$ cat src/rtl/kl_pkg.sv
// Shared constants, types and the certificate table for the key ladder sequencer.
// Assumes 5-bit certificate indices and a seven-entry fixed prefix.
package kl_pkg;
    localparam int CERT_W   = 5;
    localparam int PRE_LEN  = 7;
    localparam logic [CERT_W-1:0] REP_CERT = CERT_W'(25);
    localparam logic [CERT_W-1:0] SUF_CERT = CERT_W'(26);

    typedef enum logic [1:0] {PH_PRE, PH_REP, PH_SUF} phase_e;

    typedef enum logic [2:0] {
        ST_IDLE, ST_CLR, ST_SETUP, ST_GO, ST_WAIT, ST_ACK
    } step_st_e;

    // Index of the prefix certificate at position pos; the order is behaviour.
    function automatic logic [CERT_W-1:0] pre_cert(input int unsigned pos);
        case (pos)
            0:       return CERT_W'(0);
            1:       return CERT_W'(3);
            2:       return CERT_W'(4);
            3:       return CERT_W'(5);
            4:       return CERT_W'(7);
            5:       return CERT_W'(15);
            default: return CERT_W'(20);
        endcase
    endfunction
endpackage

$ cat src/rtl/kl_cert_sel.sv
// Certificate selector: maps the current phase and prefix position to the index
// the next step must carry. Purely combinational; assumes pos < PRE_LEN.
module kl_cert_sel
    import kl_pkg::*;
#(
    parameter int POS_W = 3
) (
    input  phase_e                phase,
    input  logic [POS_W-1:0]      pos,
    output logic [CERT_W-1:0]     cert
);
    // Choose the index for the active phase.
    always_comb begin
        unique case (phase)
            PH_PRE:  cert = pre_cert(int'(pos));
            PH_REP:  cert = REP_CERT;
            default: cert = SUF_CERT;
        endcase
    end
endmodule

$ cat src/rtl/kl_rep_counter.sv
// Down-counter for the remaining repetitions of the repeated certificate.
// Assumes load and dec are never asserted in the same cycle.
module kl_rep_counter #(
    parameter int W = 8
) (
    input  logic         clk,
    input  logic         rst_n,
    input  logic         load,
    input  logic [W-1:0] load_val,
    input  logic         dec,
    output logic         is_zero,
    output logic         is_one
);
    logic [W-1:0] cnt;

    // Load at run start, count down once per completed repeated step.
    always_ff @(posedge clk) begin
        if (!rst_n)       cnt <= '0;
        else if (load)    cnt <= load_val;
        else if (dec && cnt != '0) cnt <= cnt - W'(1);
    end

    assign is_zero = (cnt == '0);
    assign is_one  = (cnt == W'(1));
endmodule

$ cat src/rtl/kl_step_ctrl.sv
// One-step handshake controller. On req in idle it latches the index, clears the
// engine status, presents index plus enables, pulses go, waits for done, clears
// the status again and reports fin with the engine error flag sampled then.
// Assumes the engine holds eng_err valid until its next go.
module kl_step_ctrl
    import kl_pkg::*;
(
    input  logic              clk,
    input  logic              rst_n,
    input  logic              req,
    input  logic [CERT_W-1:0] cert_in,
    input  logic              eng_done,
    input  logic              eng_err,
    output logic              idle,
    output logic              fin,
    output logic              fin_err,
    output logic              eng_clr,
    output logic              eng_go,
    output logic              eng_cert_en,
    output logic              eng_done_en,
    output logic [CERT_W-1:0] eng_cert_idx
);
    step_st_e          st;
    logic [CERT_W-1:0] cert_q;

    // Advance through the handshake phases of one step.
    always_ff @(posedge clk) begin
        if (!rst_n) begin
            st     <= ST_IDLE;
            cert_q <= '0;
        end else begin
            unique case (st)
                ST_IDLE:  if (req) begin st <= ST_CLR; cert_q <= cert_in; end
                ST_CLR:   st <= ST_SETUP;
                ST_SETUP: st <= ST_GO;
                ST_GO:    st <= ST_WAIT;
                ST_WAIT:  if (eng_done) st <= ST_ACK;
                default:  st <= ST_IDLE;
            endcase
        end
    end

    // Decode the engine-side strobes and the step result from the phase.
    always_comb begin
        logic present;
        present      = (st == ST_SETUP) || (st == ST_GO) || (st == ST_WAIT);
        idle         = (st == ST_IDLE);
        eng_clr      = (st == ST_CLR) || (st == ST_ACK);
        eng_go       = (st == ST_GO);
        eng_cert_en  = present;
        eng_done_en  = present;
        eng_cert_idx = present ? cert_q : '0;
        fin          = (st == ST_ACK);
        fin_err      = (st == ST_ACK) && eng_err;
    end
endmodule

$ cat src/rtl/key_ladder_seq.sv
// Key ladder sequencer top. Accepts a start with a version, rejects versions
// above MAX_VER, then runs the fixed prefix, MAX_VER - version repeated steps
// and one final step through kl_step_ctrl. Captures the engine result on success,
// zeroes the key on failure. Assumes the engine answers every go with done.
module key_ladder_seq
    import kl_pkg::*;
#(
    parameter int KEY_W   = 256,
    parameter int VER_W   = 8,
    parameter int MAX_VER = 254
) (
    input  logic              clk,
    input  logic              rst_n,
    input  logic              start,
    input  logic [VER_W-1:0]  version,
    output logic              busy,
    output logic              done,
    output logic              ok,
    output logic [KEY_W-1:0]  key_out,
    output logic              eng_clr,
    output logic [CERT_W-1:0] eng_cert_idx,
    output logic              eng_cert_en,
    output logic              eng_done_en,
    output logic              eng_go,
    input  logic              eng_done,
    input  logic              eng_err,
    input  logic [KEY_W-1:0]  eng_result
);
    localparam int POS_W = $clog2(PRE_LEN);
    localparam logic [VER_W-1:0] VER_LIM = VER_W'(MAX_VER);
    localparam logic [POS_W-1:0] POS_LAST = POS_W'(PRE_LEN - 1);

    phase_e            phase;
    logic [POS_W-1:0]  pos;
    logic [CERT_W-1:0] cert_next;
    logic              ctrl_idle, fin, fin_err;
    logic              rep_zero, rep_one;
    logic              accept, bad_ver;

    assign accept  = start && !busy;
    assign bad_ver = (version > VER_LIM);

    kl_cert_sel #(.POS_W(POS_W)) u_sel (
        .phase (phase),
        .pos   (pos),
        .cert  (cert_next)
    );

    kl_rep_counter #(.W(VER_W)) u_rep (
        .clk      (clk),
        .rst_n    (rst_n),
        .load     (accept && !bad_ver),
        .load_val (VER_LIM - version),
        .dec      (fin && !fin_err && phase == PH_REP),
        .is_zero  (rep_zero),
        .is_one   (rep_one)
    );

    kl_step_ctrl u_step (
        .clk          (clk),
        .rst_n        (rst_n),
        .req          (busy && ctrl_idle),
        .cert_in      (cert_next),
        .eng_done     (eng_done),
        .eng_err      (eng_err),
        .idle         (ctrl_idle),
        .fin          (fin),
        .fin_err      (fin_err),
        .eng_clr      (eng_clr),
        .eng_go       (eng_go),
        .eng_cert_en  (eng_cert_en),
        .eng_done_en  (eng_done_en),
        .eng_cert_idx (eng_cert_idx)
    );

    // Run control: accept or reject a start, advance the phase per finished step.
    always_ff @(posedge clk) begin
        if (!rst_n) begin
            busy    <= 1'b0;
            done    <= 1'b0;
            ok      <= 1'b0;
            key_out <= '0;
            phase   <= PH_PRE;
            pos     <= '0;
        end else begin
            done <= 1'b0;
            if (accept) begin
                if (bad_ver) begin
                    done    <= 1'b1;
                    ok      <= 1'b0;
                    key_out <= '0;
                end else begin
                    busy  <= 1'b1;
                    phase <= PH_PRE;
                    pos   <= '0;
                end
            end else if (busy && fin) begin
                if (fin_err) begin
                    busy    <= 1'b0;
                    done    <= 1'b1;
                    ok      <= 1'b0;
                    key_out <= '0;
                end else begin
                    unique case (phase)
                        PH_PRE: begin
                            if (pos == POS_LAST) phase <= rep_zero ? PH_SUF : PH_REP;
                            else                 pos   <= pos + POS_W'(1);
                        end
                        PH_REP: if (rep_one) phase <= PH_SUF;
                        default: begin
                            busy    <= 1'b0;
                            done    <= 1'b1;
                            ok      <= 1'b1;
                            key_out <= eng_result;
                        end
                    endcase
                end
            end
        end
    end
endmodule

$ cat config.mk
export PLATFORM = sky130hd
export DESIGN_NAME = key_ladder_seq
export DESIGN_NICKNAME = d
export VERILOG_FILES = /design/src/rtl/kl_pkg.sv /design/src/rtl/kl_cert_sel.sv /design/src/rtl/kl_rep_counter.sv /design/src/rtl/kl_step_ctrl.sv /design/src/rtl/key_ladder_seq.sv
export SDC_FILE = /design/constraint.sdc
export NUM_CORES = 1
export LEC_CHECK = 0
export BUFFER_PORTS_ARGS = -buffer_cell sky130_fd_sc_hd__buf_2
export CAP_MARGIN = 20
export CORE_AREA = 2 2 210 212
export CTS_CLUSTER_SIZE = 14
export DETAILED_ROUTE_END_ITERATION = 16
export DIE_AREA = 0 0 212 214
export PLACE_DENSITY = 0.59
export SETUP_SLACK_MARGIN = 0.3
export SLEW_MARGIN = 20
export SYNTH_ARGS = -nofsm -noshare
export SYNTH_HDL_FRONTEND = slang
export SYNTH_SLANG_ARGS = --single-unit
$ cat constraint.sdc
create_clock -name clk -period 2.1 [get_ports clk]
set_clock_uncertainty 0.1 [all_clocks]
set_input_delay 0.42 -clock clk [delete_from_list [all_inputs] [get_ports clk]]
set_output_delay 0.42 -clock clk [all_outputs]
set_load 0.05 [all_outputs]
==> results of run 1 <==
## cells by family (layout without fill, tap and decap cells)
group	after synthesis	count (layout)
and+or+nand+nor	325	329
AOI/OAI and AO/OA	309	309
DFF	280	280
buffers and inverters	135	1021
xor gates and xnor gates	7	7
adders and majority gates	6	6
muxes	3	3
other	0	1
## what timing repair did
item,4_1_cts,5_1_grt
gates cloned,50,19
resized for setup,174,219
hold buffers,213,0
buffers inserted,51,31
pin swaps,262,239
endpoints found under the hold margin,213,0
endpoints found under the setup margin,115,284
## final timing paths
check	from	endpoint	slack (ps)	depth (start not counted)
max reg2reg	u_step.st[2]	key_out[123]	-100	10
min reg2reg	u_step.cert_q[2]	u_step.cert_q[2]	380	2
min	eng_result[138]	key_out[138]	-1	3
max	u_step.st[2]	key_out[123]	-100	10
## cells in the mapped netlist, types with 2 or more instances
cell type | number | area, um2
a21oi_1 | 15 | 75.07
a311oi_1 | 2 | 17.52
a31oi_1 | 5 | 31.28
a32oi_1 | 256 | 2242
and3b_1 | 2 | 17.52
buf_2 | 52 | 260.3
clkbuf_1 | 74 | 277.8
dfxtp_1 | 280 | 5605
ha_1 | 6 | 75.07
inv_1 | 8 | 30.03
mux2i_1 | 3 | 30.03
nand2_1 | 7 | 26.28
nand2b_1 | 6 | 37.54
nand3_1 | 9 | 45.04
nand3b_1 | 2 | 15.01
nand4_1 | 5 | 31.28
nor2_1 | 264 | 991.0
nor2b_1 | 7 | 43.79
nor3_1 | 5 | 25.02
o2111ai_1 | 3 | 26.28
o211ai_1 | 5 | 37.54
o21a_1 | 3 | 22.52
o21ai_0 | 10 | 50.05
o21ai_1 | 2 | 10.01
or3_1 | 4 | 25.02
or4_1 | 3 | 22.52
xnor2_1 | 3 | 26.28
xor2_1 | 4 | 35.03
## metrics by stage
| step | setup TNS (ps) | cell area, um2 |
|---|---|---|
| 6_report | -2071 | 21670 |
| 5_1_grt | -4994 | 21670 |
| 4_1_cts | -292.8 | 19610 |
| 3_5_place_dp | 0 | 14000 |
| 3_3_place_gp | 0 | 14000 |
| 2_1_floorplan | 0 | 10690 |
## power groups by stage
| stage | clock [uW] | combinational [uW] | sequential [uW] |
|---|---|---|---|
| 2_1_floorplan | 0 | 306 | 5490 |
| 3_3_place_gp | 0 | 677 | 5490 |
| 3_5_place_dp | 0 | 683 | 5490 |
| 4_1_cts | 5640 | 1120 | 5370 |
| 5_1_grt | 5870 | 1330 | 5370 |
| 6_report | 5600 | 1260 | 5370 |
## sequential cells by signal, indices dropped and copies added, names as in the netlist
name,flops
u_rep.cnt,8
pos,3
busy,1
ok,1
done,1
phase,2
u_step.cert_q,5
u_step.st,3
key_out,256
## critical path: stages, from the launching register on
cell       delay, ps
dfxtp_2          340
buf_4            110
buf_6             90
nand3b_1         100
buf_6            150
buf_6            120
or2_4            350
buf_6            170
bufbuf_16        260
a32oi_1          200
nor2_1            80
## final cells by class
class                      count  area (um2)  area share, %
clock buffer                  48       929.6          4.289
clock inverter                 5       100.1         0.4618
timing repair buffer         960        8620          39.77
inverter                       8       42.54         0.1963
tap                          585       732.0          3.377
sequential                   280        5619          25.93
multi-input combinational    654        5629          25.97
antenna                        1       2.502        0.01155
## routing by layer
layer  part of all wire (%)  routed length [um]
met1                     37               21120
met2                     49               28360
met3                    8.1                4633
met4                    5.8                3302
met5                      0                   0
==> impl_metrics.toml, run 1 <==
[status]
failed_checks = "hold timing, setup timing"
status = "finished with violations"

[global_route]
top_usage_layer = "met2"
overflow = 0
antenna_found_initial = 1
grt_pass1_wl_um = 75430
grtUsageMet3_pct = 5.014
met2_usage_pct = 36.47
grt_max_degree = 73
grt_pass1_vias = 13090
met1_usage_pct = 23.66
grt_usage_pct = 21.06

[route]
antenna_left = 0
drt-wirelength-per-cell_um = 22.60
viasPerCell = 5.232
num_vias = 13290
first_pass_iters = 5
drtIter0Drc = 1254
routed_wl_um = 57420
drc_errors = 0

[power_and_ir_drop]
seq_power_share_pct = 43.9
clkPwrFrac_pct = 45.8
p_switching_uw = 2846
internal_power_uw = 9392
netSwitchingFraction_pct = 23.26
finalPower_uw = 12240
ir_worst_vdd_v = 0.0005377
combPwrFrac_pct = 10.3
p_leak_uw = 0.009399
p_per_area_nw_per_um2 = 564.6

[cells_and_area]
fin_nets = 2209
fillers = 3478
layout_common_cells = "521 x buf_2, 273 x dfxtp_1, 262 x nor2_1"
synthToLayoutAreaGrowth_pct = 110.0
final_common_cell = "buf_2"
drive_gt1_share_pct = 51.76
post-route-util_pct = 50.54
layoutNonFillerInstCount = 2541

[clock_network]
cts_tree = "yes"
cts_buffer_depth = 3
clock_sinks = 280
cts-root-buf = "clkbuf_16"
path_clk_slew_ps = 60
clk_latency_ps = 570
numCtsBuffers = 30
htreeDepth = 1

[logic_synthesis]
seq_area_frac_synth_pct = 54.31
synth.distinct_cells = 48
syn_area_per_cell_um2 = 9.691
synth_warnings = 0
ys_seq_elements = 280
syn-cell-area_um2 = 10320
async_flop_share_pct = 0
muxShareOfSynthArea_pct = 0.2909
synth_fa_ha_area_share_pct = 0.7274
synth.net_count = 1340
synthSimpleGateAreaFrac_pct = 13.37
synth_top_flop_cell = "dfxtp_1"
synth_top_family_by_area = "compound AO/OA/AOI/OAI gates"
netlist_instances = 1065
synth_compound_area_share_pct = 25.13
synth-edff-count = 0
yosys.area_share.xor_xnor_pct = 0.5940

[timing]
tightest_slew_ps = 454.2
period_needed_ps = 2197
period_share_pct = 104.6
slew_viol_final = 0
final_hold_viol_count = 1
whs_ps = -1.237
setup_viol = 53
rsz0062_at_grt = "yes"
fmax_mhz = 455.1
setup_ws_ps = -97.42
slew-limit-headroom_pct = 69.47

[setup_path]
crit_arrival_ps = 2550
required_ps = 2450
crit_type = "reg2reg"
critPathMaxFanout = 7
cp-end-kind = "flop"
cp-start-kind = "flop"

[floorplan]
start_util_pct = 24.07
num_rows = 76
ios = 537
die_w_um = 212
die_h_um = 214
core_area_um2 = 42890
die-area_um2 = 45370

[placement]
place_congestion = 0.8520
pre_cts_ws_ps = 28.54
dp.cells = 2123
post-dp-hpwl_um = 26070
port-buffer-count = 536

[job]
drv_cap = 0

[worst_hold_path]
hold_path_class = "in2reg"
Power figures use the tool's default switching activity.
==> run 2, diff against run 1 <==
CORE_AREA = 2 2 211 213   (was 2 2 210 212)
DIE_AREA = 0 0 213 215   (was 0 0 212 214)
PLACE_DENSITY = 0.58   (was 0.59)
==> run 2 against run 1 <==
  * The flow finishes with violations (setup timing)
  * Wire length is 8.7% higher
  * Worst setup slack gained 11 ps
  * Clock power down 5.7%
  * Sequential power is essentially flat
  * Count of clock-buffer cells in the layout is 1 higher
  * Final area is 3.6% higher
  * Core utilization up 0.90 points
==> impl_metrics.toml, run 2 (same netlist as run 1, synthesis figures left out) <==
[worst_hold_path]
min_to = "key_out[49]"
hp-start = "eng_result[49]"
hold_path_class = "in2reg"
hold_path_depth = 3

[job]
drv_cap = 0

[cells_and_area]
insertedDiodeCount = 0
layoutNonFillerInstCount = 2593
layout_common_cells = "522 x buf_2, 273 x dfxtp_1, 261 x nor2_1"
synthToLayoutAreaGrowth_pct = 117.5
top_regs = "key_out: 256 flops, u_rep.cnt: 8 flops, u_step.cert_q: 5 flops"
drive_gt1_share_pct = 51.17
final_common_cell = "buf_2"
largest_reg_flops = 256
stdcell_area_um2 = 22450
fin_nets = 2256
largest_register = "key_out"

[clock_network]
path_clk_slew_ps = 60
htreeDepth = 1
cts_buffer_depth = 3
clk_latency_ps = 570
cts_tree = "yes"
clock_sinks = 280
cts-root-buf = "clkbuf_16"
numCtsBuffers = 31

[timing]
slew_viol_final = 0
period_share_pct = 104.1
rsz0062_at_grt = "yes"
setup_ws_ps = -86.92
fmax_mhz = 457.3
whs_ps = 0.1589
setup_viol = 8
slew-limit-headroom_pct = 68.46
period_needed_ps = 2187
tightest_slew_ps = 469.2
final_hold_viol_count = 0

[floorplan]
core_area_um2 = 43640
die-area_um2 = 45800
die_w_um = 213
ios = 537
die_h_um = 215
num_rows = 77
start_util_pct = 23.65

[setup_path]
r2r_cells = 10
critPathMaxFanout = 6
required_ps = 1580
crit_arrival_ps = 1670
timing.rr.end = "key_out[4]"
r2r-start = "busy"
cp-start-kind = "flop"
crit_type = "reg2out"
cp-end-kind = "output port"
rrSetupSlack_ps = 0

[status]
status = "finished with violations"
failed_checks = "setup timing"

[placement]
place_congestion = 0.8704
post-dp-hpwl_um = 25710
port-buffer-count = 536
pre_cts_ws_ps = 2.304
dp.cells = 2138
place_area_um2 = 14020

[route]
drt-wirelength-per-cell_um = 24.07
routed_wl_um = 62420
viasPerCell = 5.367
num_vias = 13920
antenna_left = 0
drtIter0Drc = 1580
first_pass_iters = 5
drc_errors = 0

[power_and_ir_drop]
ir_worst_vdd_v = 0.0006092
internal_power_uw = 9108
netSwitchingFraction_pct = 24.16
seq_power_share_pct = 44.8
p_switching_uw = 2901
clkPwrFrac_pct = 43.9
p_per_area_nw_per_um2 = 534.9
p_leak_uw = 0.009790
combPwrFrac_pct = 11.3

[global_route]
met2_usage_pct = 35.45
grtUsageMet3_pct = 4.326
grt_pass1_vias = 13250
grt_pass1_wl_um = 74430
grt_max_degree = 58
met1_usage_pct = 23.93
overflow = 0
grt_usage_pct = 20.54
top_usage_layer = "met2"
antenna_found_initial = 0
[run 2: critical path, stage by stage (launching register included)]
cell	delay, ps
dfxtp_2	320
buf_6	120
nor2_4	130
mux2i_4	90
buf_12	150
nor2b_4	110
buf_6	170
[run 2: repair_timing]
action                                  in CTS  in global routing
endpoints found under the setup margin     214                282
cloned                                      49                 46
hold endpoints to repair                   239                  1
pin swaps                                  319                189
hold buffers                               239                  1
buffers inserted                            55                 12
gates resized for setup                    180                255
[run 2: cell type report]
class	count	area, um2
fillers	3485	21190
multi-input cells	650	5577
inverters	8	40.04
clock buffers	49	893.4
well taps	592	740.7
clock inverters	4	52.55
flip-flops and latches	280	5617
repair buffers	1010	9530
[run 2: worst max path at each step]
stage / start / cells after the start / slack, ps / end
final: u_step.st[1] / 6 / -90 / eng_cert_idx[0]
after detailed placement: version[0] / 7 / 2 / key_out[189]
after global placement: version[5] / 6 / 60 / key_out[189]
after global routing: u_step.st[1] / 6 / -140 / eng_cert_idx[3]
after floorplan: u_rep.cnt[1] / 7 / 20 / u_rep.cnt[4]
after CTS: u_step.st[2] / 4 / -80 / eng_cert_idx[3]
[run 2: power groups by stage]
stage / combinational [uW] / clock (uW) / sequential (uW)
after global placement: 689 / 0 / 5490
after global routing: 1420 / 5560 / 5380
after CTS: 1180 / 5300 / 5370
final: 1360 / 5280 / 5370
after detailed placement: 692 / 0 / 5490
after floorplan: 306 / 0 / 5490
[run 2: metrics by stage]
step                util (%)  power [uW]  TNS [ps]
global route           51.44       12350    -924.3
floorplan                  -        5793         0
detailed placement     32.13        6182         0
finish                 51.44       12010    -535.7
CTS                    45.30       11850    -409.5
global placement       32.13        6177         0
[run 2: layer usage]
metal / vias up / wire length (um)
li1: 5928 / -
met1: 6714 / 23270
met2: 1023 / 29870
met3: 251 / 5783
met4: 0 / 3498
met5: - / 0
